===== config.mk =====
export PLATFORM = sky130hd
export DESIGN_NAME = ccw_chain_engine
export DESIGN_NICKNAME = d
export VERILOG_FILES = /design/src/rtl/ccw_pkg.sv /design/src/rtl/ccw_word_check.sv /design/src/rtl/ccw_sense_store.sv /design/src/rtl/ccw_chain_engine.sv
export SDC_FILE = /design/constraint.sdc
export NUM_CORES = 1
export LEC_CHECK = 0
export BUFFER_PORTS_ARGS = -buffer_cell sky130_fd_sc_hd__buf_2
export CORE_UTILIZATION = 47
export CTS_BUF_LIST = sky130_fd_sc_hd__clkbuf_16
export DETAILED_ROUTE_END_ITERATION = 6
export MAX_ROUTING_LAYER = met4
export PLACE_DENSITY = 0.79
export SETUP_SLACK_MARGIN = 0.2
export SLEW_MARGIN = 20
export SYNTH_ARGS = -nofsm -noshare
export SYNTH_HDL_FRONTEND = slang
export SYNTH_HIERARCHICAL = 1
export SYNTH_SLANG_ARGS = --single-unit

===== constraint.sdc =====
create_clock -name clk -period 4.8 [get_ports clk]
set_input_delay 0.72 -clock clk [delete_from_list [all_inputs] [get_ports clk]]
set_output_delay 0.72 -clock clk [all_outputs]
set_load 0.05 [all_outputs]

===== src/rtl/ccw_pkg.sv =====
package ccw_pkg;

  localparam logic [7:0] OP_NOOP   = 8'h03;
  localparam logic [7:0] OP_BSENSE = 8'h04;
  localparam logic [7:0] OP_SID    = 8'hE4;
  localparam logic [7:0] OP_JUMP   = 8'h08;

  localparam int FL_DC   = 7;
  localparam int FL_CC   = 6;
  localparam int FL_SLI  = 5;
  localparam int FL_SUSP = 1;

  localparam logic [1:0] RSP_OK    = 2'd0;
  localparam logic [1:0] RSP_UNSUP = 2'd1;
  localparam logic [1:0] RSP_BUSY  = 2'd2;
  localparam logic [1:0] RSP_FAULT = 2'd3;

  typedef enum logic [2:0] {
    OUT_OK   = 3'd0,
    OUT_UNIT = 3'd1,
    OUT_DATA = 3'd2,
    OUT_PROG = 3'd3,
    OUT_BUSY = 3'd4,
    OUT_SUSP = 3'd5
  } outcome_e;

  typedef enum logic [2:0] {
    ACT_PCHK, ACT_SUSP, ACT_NOOP, ACT_BSENSE, ACT_SID, ACT_JUMP, ACT_DEV
  } action_e;

  typedef enum logic [1:0] {ST_IDLE, ST_FETCH, ST_EXEC, ST_DEV} state_e;

  typedef struct packed {
    logic [7:0]  cmd;
    logic [7:0]  flags;
    logic [15:0] count;
    logic [31:0] addr;
  } ccw_t;

  // Bytes actually moved: the smaller of request and natural size
  function automatic logic [15:0] xfer_len(input logic [15:0] cnt, input logic [15:0] nat);
    return (cnt < nat) ? cnt : nat;
  endfunction

  // Leading identification byte: marker only when four bytes fit
  function automatic logic [7:0] sid_lead(input logic [15:0] len);
    return (len >= 16'd4) ? 8'hFF : 8'h00;
  endfunction

  // Count must match unless suppress-length applies without data chaining
  function automatic logic len_checked(input logic [7:0] fl);
    return !(fl[FL_SLI] && !fl[FL_DC]);
  endfunction

  function automatic logic outcome_alert(input outcome_e o);
    return (o != OUT_OK) && (o != OUT_SUSP);
  endfunction

endpackage


===== src/rtl/ccw_word_check.sv =====
module ccw_word_check
  import ccw_pkg::*;
#(
  parameter int SENSE_BYTES = 32,
  parameter int SID_BYTES   = 8
) (
  input  logic [7:0]  cmd_i,
  input  logic [7:0]  flags_i,
  input  logic [15:0] count_i,
  input  logic        prev_jump_i,
  output action_e     action_o
);

  localparam logic [15:0] SENSE_N = 16'(SENSE_BYTES);
  localparam logic [15:0] SID_N   = 16'(SID_BYTES);

  logic chk_len;
  logic unused_flags;
  assign chk_len      = len_checked(flags_i);
  assign unused_flags = ^{flags_i[4:2], flags_i[0]};

  always_comb begin
    action_o = ACT_DEV;
    if (cmd_i[3:0] == 4'h0) begin
      action_o = ACT_PCHK;
    end else if (cmd_i[3:0] == OP_JUMP[3:0] && cmd_i[7:4] != 4'h0) begin
      action_o = ACT_PCHK;
    end else if (flags_i[FL_SUSP]) begin
      action_o = ACT_SUSP;
    end else begin
      case (cmd_i)
        OP_NOOP:   action_o = ACT_NOOP;
        OP_BSENSE: action_o = (chk_len && count_i != SENSE_N) ? ACT_PCHK : ACT_BSENSE;
        OP_SID:    action_o = (chk_len && count_i != SID_N) ? ACT_PCHK : ACT_SID;
        OP_JUMP:   action_o = (prev_jump_i || flags_i[FL_CC] || flags_i[FL_DC])
                              ? ACT_PCHK : ACT_JUMP;
        default:   action_o = ACT_DEV;
      endcase
    end
  end

endmodule


===== src/rtl/ccw_sense_store.sv =====
module ccw_sense_store (
  input  logic       clk,
  input  logic       rst_n,
  input  logic       clear_i,
  input  logic       reject_i,
  output logic [7:0] lead_o
);

  logic [7:0] lead_q;

  always_ff @(posedge clk or negedge rst_n) begin
    if (!rst_n) begin
      lead_q <= 8'h00;
    end else if (reject_i) begin
      lead_q <= 8'h80;
    end else if (clear_i) begin
      lead_q <= 8'h00;
    end
  end

  assign lead_o = lead_q;

endmodule


===== src/rtl/ccw_chain_engine.sv =====
module ccw_chain_engine
  import ccw_pkg::*;
#(
  parameter int MAX_STEPS   = 256,
  parameter int SENSE_BYTES = 32,
  parameter int SID_BYTES   = 8
) (
  input  logic        clk,
  input  logic        rst_n,
  input  logic        start_i,
  input  logic [31:0] start_addr_i,
  output logic        mem_req_o,
  output logic [31:0] mem_addr_o,
  input  logic        mem_gnt_i,
  input  logic        mem_fault_i,
  input  logic [63:0] mem_rdata_i,
  output logic        dev_req_o,
  output logic [7:0]  dev_cmd_o,
  output logic [7:0]  dev_flags_o,
  output logic [15:0] dev_count_o,
  output logic [31:0] dev_addr_o,
  input  logic        dev_ack_i,
  input  logic [1:0]  dev_resp_i,
  output logic        done_o,
  output logic [2:0]  outcome_o,
  output logic [1:0]  dcc_o,
  output logic        alert_o,
  output logic [15:0] residual_o,
  output logic [7:0]  byte0_o,
  output logic [31:0] pc_o
);

  localparam int STEP_W = $clog2(MAX_STEPS + 1);
  localparam logic [STEP_W-1:0] STEP_CAP = STEP_W'(MAX_STEPS);
  localparam logic [15:0] SENSE_N = 16'(SENSE_BYTES);
  localparam logic [15:0] SID_N   = 16'(SID_BYTES);

  state_e            state_q;
  logic [31:0]       pc_q;
  logic [STEP_W-1:0] steps_q;
  logic              prev_jump_q;
  ccw_t              word_q;
  logic              done_q;
  outcome_e          outcome_q;
  logic [1:0]        dcc_q;
  logic              alert_q;
  logic [15:0]       residual_q;
  logic [7:0]        byte0_q;

  action_e    action;
  logic [7:0] sense_lead;
  logic [15:0] bs_len, sid_len;

  // Named internal events
  logic     fetch_blocked, latch_word, word_ok, chain_next, jump_take, go_dev;
  logic     fin;
  outcome_e fin_code;
  logic     sense_clear, sense_reject;

  ccw_word_check #(.SENSE_BYTES(SENSE_BYTES), .SID_BYTES(SID_BYTES)) u_check (
    .cmd_i       (word_q.cmd),
    .flags_i     (word_q.flags),
    .count_i     (word_q.count),
    .prev_jump_i (prev_jump_q),
    .action_o    (action)
  );

  ccw_sense_store u_sense (
    .clk      (clk),
    .rst_n    (rst_n),
    .clear_i  (sense_clear),
    .reject_i (sense_reject),
    .lead_o   (sense_lead)
  );

  assign bs_len  = xfer_len(word_q.count, SENSE_N);
  assign sid_len = xfer_len(word_q.count, SID_N);

  assign fetch_blocked = (pc_q == 32'h0) || (steps_q == STEP_CAP);
  assign sense_clear   = (state_q == ST_EXEC) && (action == ACT_BSENSE);
  assign sense_reject  = (state_q == ST_DEV) && dev_ack_i && (dev_resp_i == RSP_UNSUP);

  always_comb begin
    fin        = 1'b0;
    fin_code   = OUT_OK;
    latch_word = 1'b0;
    word_ok    = 1'b0;
    jump_take  = 1'b0;
    go_dev     = 1'b0;
    case (state_q)
      ST_FETCH: begin
        if (fetch_blocked) begin
          fin = 1'b1; fin_code = OUT_PROG;
        end else if (mem_gnt_i) begin
          if (mem_fault_i) begin
            fin = 1'b1; fin_code = OUT_DATA;
          end else begin
            latch_word = 1'b1;
          end
        end
      end
      ST_EXEC: begin
        case (action)
          ACT_PCHK: begin fin = 1'b1; fin_code = OUT_PROG; end
          ACT_SUSP: begin fin = 1'b1; fin_code = OUT_SUSP; end
          ACT_JUMP: jump_take = 1'b1;
          ACT_DEV:  go_dev = 1'b1;
          default:  word_ok = 1'b1;
        endcase
      end
      ST_DEV: begin
        if (dev_ack_i) begin
          case (dev_resp_i)
            RSP_OK:    word_ok = 1'b1;
            RSP_UNSUP: begin fin = 1'b1; fin_code = OUT_UNIT; end
            RSP_BUSY:  begin fin = 1'b1; fin_code = OUT_BUSY; end
            default:   begin fin = 1'b1; fin_code = OUT_DATA; end
          endcase
        end
      end
      default: ;
    endcase
    if (word_ok && !word_q.flags[FL_CC]) begin
      fin = 1'b1; fin_code = OUT_OK;
    end
  end

  assign chain_next = word_ok && word_q.flags[FL_CC];

  always_ff @(posedge clk or negedge rst_n) begin
    if (!rst_n) begin
      state_q     <= ST_IDLE;
      pc_q        <= 32'h0;
      steps_q     <= '0;
      prev_jump_q <= 1'b0;
      word_q      <= '0;
      done_q      <= 1'b0;
      outcome_q   <= OUT_OK;
      dcc_q       <= 2'd0;
      alert_q     <= 1'b0;
      residual_q  <= 16'h0;
      byte0_q     <= 8'h0;
    end else begin
      done_q <= fin;
      if (state_q == ST_IDLE && start_i) begin
        pc_q        <= start_addr_i;
        steps_q     <= '0;
        prev_jump_q <= 1'b0;
        state_q     <= ST_FETCH;
      end
      if (latch_word) begin
        word_q  <= ccw_t'(mem_rdata_i);
        steps_q <= steps_q + 1'b1;
        state_q <= ST_EXEC;
      end
      if (state_q == ST_EXEC) begin
        prev_jump_q <= (action == ACT_JUMP);
        case (action)
          ACT_BSENSE: begin
            residual_q <= word_q.count - bs_len;
            byte0_q    <= (bs_len != 16'h0) ? sense_lead : 8'h00;
          end
          ACT_SID: begin
            residual_q <= word_q.count - sid_len;
            byte0_q    <= sid_lead(sid_len);
          end
          default: begin
            residual_q <= word_q.count;
            byte0_q    <= 8'h00;
          end
        endcase
      end
      if (go_dev) state_q <= ST_DEV;
      if (jump_take) begin
        pc_q    <= word_q.addr;
        state_q <= ST_FETCH;
      end
      if (chain_next) begin
        pc_q    <= pc_q + 32'd8;
        state_q <= ST_FETCH;
      end
      if (fin) begin
        state_q   <= ST_IDLE;
        outcome_q <= fin_code;
        alert_q   <= outcome_alert(fin_code);
        dcc_q     <= (fin_code == OUT_BUSY) ? 2'd1 : 2'd0;
      end
    end
  end

  assign mem_req_o   = (state_q == ST_FETCH) && !fetch_blocked;
  assign mem_addr_o  = pc_q;
  assign dev_req_o   = (state_q == ST_DEV);
  assign dev_cmd_o   = word_q.cmd;
  assign dev_flags_o = word_q.flags;
  assign dev_count_o = word_q.count;
  assign dev_addr_o  = word_q.addr;
  assign done_o      = done_q;
  assign outcome_o   = outcome_q;
  assign dcc_o       = dcc_q;
  assign alert_o     = alert_q;
  assign residual_o  = residual_q;
  assign byte0_o     = byte0_q;
  assign pc_o        = pc_q;

endmodule


# Word level (Yosys, flattened, before mapping)
# Cells that the tools add are included.
[classes]
add_sub_neg = 4
mul = 0
n_div = 0
magnitude_cmp = 3
eq_ne = 20
n_shift = 0
muxes = 57
n_bitwise = 0
reduce_logical = 34
[ops]
columns = ["op", "n"]
rows = [
  ["$mux W32", 3],
  ["$add A32 B4 Y32 const B", 1],
  ["$logic_not A32 Y1", 1],
  ["$mux W16", 2],
  ["$mux W8", 4],
  ["$pmux W16 S2", 1],
  ["$sub A16 B16 Y16", 2],
  ["$mux W1", 21],
  ["$mux W3", 7],
  ["$mux W2", 10],
  ["$mux W9", 2],
  ["$pmux W3 S3", 2],
  ["$ge A16 B3 Y1 const B", 1],
  ["$lt A16 B4 Y1 const B", 1],
  ["$lt A16 B6 Y1 const B", 1],
  ["$ne A16 B4 Y1 const B", 1],
  ["$ne A16 B6 Y1 const B", 1],
  ["$pmux W8 S2", 1],
  ["$reduce_bool A16 Y1", 1],
  ["$eq A3 B3 Y1 const B", 4],
  ["$logic_and A1 B1 Y1", 12],
  ["$pmux W3 S4", 1],
  ["$add A9 B1 Y9 const B", 1],
  ["$eq A9 B9 Y1 const B", 1],
  ["other kinds (24)", 36],
]
[word_totals]
register_bits = 147
latch_bits = 0
ram_bits = 0
mem_bits_ro = 0
inputBits = 104
wordCells = 133
n_memories = 0

# Depth between registers and ports, before layout
[logic_depth]
word_depth = 17
depth_mapped = 19
ltp_nobuf = 16

# Cells and area by module
# Netlist, hierarchy kept.
[modules_own_cells]
columns = ["module", "instances", "cells_each", "area_each_um2", "seq_area_each_um2"]
rows = [
  ["ccw_chain_engine", 1, 780, 7669.9, 3453.3],
  ["ccw_word_check", 1, 36, 234.0, 0.0],
  ["ccw_sense_store", 1, 11, 92.6, 25.0],
]

# Worst setup path before layout
# No wires, ideal clock.
[synth_timing]
path_type = "register -> register"
from = "reg word_q (netlist bit dev_count_o[6])"
to = "reg residual_q[15], in the netlist residual_o[15]"
arrival_ns = 4.800
required_ns = 4.713
setup_slack_ns = -0.086
stages_incl_launch_ff = 17
period_less_slack_ns = 4.886
cell_sequence = "dfrtp_1 > or4_4 > or4_1 > o41a_1 > a311oi_1 > or3b_1 > buf_2 > nor2_1 > nor2_1 > nand2_1 > ha_1 > nor2b_1 > o2111ai_1 > a21bo_2 > a41oi_1 > a2111o_1 > o211ai_1"
[synth_between]
elab_chain_cells = 9
[synth_rtl]
columns = ["element", "line_no", "source"]
rows = [
  ["start: declaration", "ccw_chain_engine.sv:42", "ccw_t word_q;"],
  ["start signal: assignment", "ccw_chain_engine.sv:152", "word_q <= ccw_t'(mem_rdata_i);"],
  ["$ne A16 B4 Y1 (*)", "ccw_word_check.sv:34", "OP_SID: action_o = (chk_len && count_i != SID_N) ? ACT_PCHK : ACT_SID;"],
  ["$logic_and A1 B1 Y1 (*)", "ccw_word_check.sv:34", ""],
  ["$mux W3 (*)", "ccw_word_check.sv:34", ""],
  ["$pmux W3 S4 (*)", "ccw_word_check.sv:31", "case (cmd_i)"],
  ["$mux W3 (*)", "ccw_word_check.sv:28", "end else if (flags_i[FL_SUSP]) begin"],
  ["$mux W3 (*)", "ccw_word_check.sv:26", "end else if (cmd_i[3:0] == OP_JUMP[3:0] && cmd_i[7:4] != 4'h0) begin"],
  ["$mux W3 (*)", "ccw_word_check.sv:24", "if (cmd_i[3:0] == 4'h0) begin"],
  ["via action[2]", "ccw_chain_engine.sv:50", "action_e action;"],
  ["$eq A3 B3 Y1 / $eq A3 B2 Y1 (equally long branches)", "ccw_chain_engine.sv:158", "case (action)"],
  ["$pmux W16 S2 (*)", "ccw_chain_engine.sv:158", ""],
  ["end signal: assignment", "ccw_chain_engine.sv:160", "residual_q <= word_q.count - bs_len;"],
  ["end signal: assignment", "ccw_chain_engine.sv:164", "residual_q <= word_q.count - sid_len;"],
  ["end signal: assignment", "ccw_chain_engine.sv:168", "residual_q <= word_q.count;"],
  ["end: declaration", "ccw_chain_engine.sv:47", "logic [15:0] residual_q;"],
]
# The timed path passes the listed nets; every way through them passes the cells marked *.
# A chain may end at the register's enable or synchronous reset.

# Worst setup path in the final report
[layout_timing]
from = "reg word_q (netlist bit dev_count_o[13])"
to = "reg residual_q[13], in the netlist residual_o[13]"
# The elaborated chain is that of the path after synthesis.

==> key figures <==
Status
  – Status: complete, no violations

Worst setup path
  – CP Cell Sequence: or4_4 -> or4_4 -> o41a_1 -> a311oi_2 -> or3b_4 -> buf_4 -> a2bb2oi_1 -> ha_2 -> a21o_1 -> nand2_1 -> a21bo_2 -> a41oi_4 -> buf_4 -> nand4_1 -> and3b_1
  – Worst Setup EP: residual_o[13]$_DFFE_PN0P_
  – Crit Reg-Reg Endpoint: residual_o[13]$_DFFE_PN0P_
  – FF-to-FF Start: dev_count_o[13]$_DFFE_PN0P_
  – Crit path max-delay family: simple AND/OR/NAND/NOR gates
  – Crit Path Class: register to register
  – CP Buf/Inv Count: 2
  – CP peak stage delay: about 0.54 ns
  – Stages on the worst setup path: 15
  – Slowest CP cell: or4_4
  – Crit. End Element: register
  – CP max FO: 6
  – Critical Path Source: dev_count_o[13]$_DFFE_PN0P_
  – Worst EP arrival: approximately 4.8 ns
  – Startpoint Class: register
  – Slack of the worst reg-to-reg path: around 0.28 ns
  – Reg2Reg Depth: 15
  – CP required: between 5 and 6 ns

Synth
  – EDFF count, synth: 0
  – Post-Syn Area: between 0.007 and 0.008 mm^2
  – Post-synth top area share: 43.50%
  – Dominant synthesized flop cell: dfrtp_1
  – Commonest cells post-synth: dfrtp_1 (139), nand2_1 (83), mux2_2 (64)
  – Sequential cell area fraction in the yosys report: between 40% and 50%
  – Yosys warning total: 6
  – Synthesis-stage register bit count: 139
  – Mean post-synth cell area: between 9 and 10 um^2
  – Top-count cell post-synth: dfrtp_1
  – Largest area contributor in the netlist: dfrtp_1
  – Synth Instances: 827
  – Netlist cell types: between 70 and 80
  – Most area-consuming cells after synthesis: dfrtp_1 (43%), mux2_2 (9.0%), buf_4 (4.1%)
  – Ys async rst share: 100.0%

STA
  – Fmax achieved: 0.2211 GHz
  – Final setup violating endpoints: 0
  – Slew @ Worst Pin: 0.9499 ns
  – Min Tclk post-route: ~4.5 ns
  – Final period util: a little over nine tenths
  – RSZ-0062 raised after global routing: yes
  – Slew margin rel.: 36.67%
  – Final Hold Violating Endpoints: 0
  – Setup TNS: 0 ns
  – Final Skew: a little over 0.009 ns
  – Fin. max-slew vios: 0

Cells and area
  – Post-route insts no fill: around 1,300
  – Share of cells above drive strength 1: 39.30%
  – Fillers: about 1,400
  – Layout area overhead: 25.25%
  – Register area: roughly 0.0035 mm^2
  – # nets final: ~1,200
  – Multi-input gate area: between 0.004 and 0.005 mm^2
  – Finished Core Util: ~60%

Placed design
  – DP Cell Count: 1,262
  – RD Place Congestion: 0.9214
  – # port buffers: 263
  – Hpwl dp: approximately 16,000 um

Floorplanning
  – Core ar.: about 0.017 mm^2
  – Full die area: 0.01754 mm^2
  – Initial Utilization: between 40% and 50%
  – # rows: 47
  – Die extent in y: ~130 um
  – IO Count: ~270
  – Die X: between 100 and 150 um

Drt
  – Detailed-route vias per instance: about 5.7
  – WL per Instance: 17.71 um
  – DR pass1 iterations: 5
  – Detail Route Antenna Nets: 0
  – Iteration-0 DRC count of the detailed router: just over 600
  – WL final: around 23,000 um
  – DR vias: ~7,400
  – DRC errors left: 0

Clock tree
  – Reg clk slew, reported paths: roughly 0.06 ns
  – Total clock sinks: 139
  – H-tree depth: 4
  – Num CTS Buffers: 17
  – CTS tree: yes
  – CTS Buffer Depth: 2
  – Root Buffer: clkbuf_16
  – Clk_lat worst skew: approximately 0.42 ns

GRT
  – GRT overflow: 0
  – Total track usage: a little over a quarter
  – Vias in the first global route: just under 7,000
  – Initial antenna violation count: 1
  – Largest net degree at the start of global routing: roughly 110
  – First-pass GRT wire length: roughly 36,000 um

Run
  – Max-Cap Viols: 0

Hold path
  – Worst hold path class: input pin to async pin
## cell type report
class,instances,area share (%)
clock inverter,13,1.274
sequential,139,34.82
clock buffer,17,4.247
timing repair buffer,294,15.53
antenna,1,0.02498
tap,220,2.748
multi-input combinational,605,40.76
inverter,16,0.5996
## worst min path at each step
stage / cells past startpoint / end / startpoint / slack, ns
4_1_cts: 1 / dev_count_o[9]$_DFFE_PN0P_ / rst_n / 0.47
3_5_place_dp: 1 / u_sense/lead_o[7]$_DFFE_PN0P_ / u_sense/lead_o[7]$_DFFE_PN0P_ / 0.47
2_1_floorplan: 0 / alert_o$_DFFE_PN0N_ / rst_n / 0.42
6_report: 1 / dev_count_o[9]$_DFFE_PN0P_ / rst_n / 0.43
5_1_grt: 1 / u_sense/lead_o[7]$_DFFE_PN0P_ / u_sense/lead_o[7]$_DFFE_PN0P_ / 0.48
3_3_place_gp: 2 / residual_o[2]$_DFFE_PN0P_ / residual_o[2]$_DFFE_PN0P_ / 0.46
## per-stage QoR
step / hold WS [ns] / instance area (um^2) / setup WS (ns)
final: 0.4301 / 10020 / 0.2767
after global routing: 0.4845 / 10020 / 0.1482
after CTS: 0.4678 / 9862 / 0.2167
after detailed placement: 0.4691 / 9309 / 0.2305
after global placement: 0.4612 / 9309 / 0.3012
after floorplan: 0.4244 / 8071 / 0.2025
## state kept, by name, indices dropped and copies added (netlist names)
name	count
byte0_o	8
dev_flags_o	8
done_o	1
alert_o	1
dev_count_o	16
state_q	2
residual_o	16
mem_addr_o	32
steps_q	9
outcome_o	3
dcc_o	1
prev_jump_q	1
dev_cmd_o	8
u_sense/lead_o	1
dev_addr_o	32
## layer usage
metal  GRT usage, %  vias to the layer above  share of wire (%)
li1               -                     3477                  -
met1          37.15                     3576                 45
met2          40.32                      321                 46
met3          5.172                       30                6.7
met4          9.451                        0                1.6
met5              -                        -                  0
## cells by family after synthesis
logic type / count (synthesis) / synth area share (%)
xor gates and xnor gates: 14 / 1.627
other: 3 / 0.1408
AOI/OAI and AO/OA: 200 / 16.54
muxes: 74 / 10.26
buffers and inverters: 97 / 7.182
DFF: 139 / 43.50
and+or+nand+nor: 281 / 17.68
adders and majority gates: 19 / 3.067
## what timing repair did
action | 4_1_cts | 5_1_grt
endpoints found under the hold margin | 0 | 0
hold buffers | 0 | 0
setup endpoints to repair | 0 | 9
resized for setup | 0 | 16
buffers inserted | 0 | 12
## cell usage in the layout, fill, tap and decap left out, types with 7 or more instances in the layout
master,synthesis,layout
a31oi_1,9,9
buf_4,44,31
xor2_1,7,7
clkbuf_16,0,17
buf_2,17,262
o22ai_1,13,13
nand3_1,39,39
mux2_2,64,64
nand2_1,83,83
mux2i_1,10,10
nor2_1,52,50
a21oi_1,54,53
nand4_1,7,7
and3_1,20,20
o21a_1,7,7
and2_1,9,9
o21ai_0,44,42
dfrtp_2,0,7
nor3_1,11,11
nor4_1,14,14
conb_1,3,17
ha_1,18,17
a211oi_1,12,11
inv_1,16,16
dfrtp_1,139,132
Power is left out: the tool's default activity adds up to more than one toggle a clock period on the data nets, which glitch-free logic cannot reach.
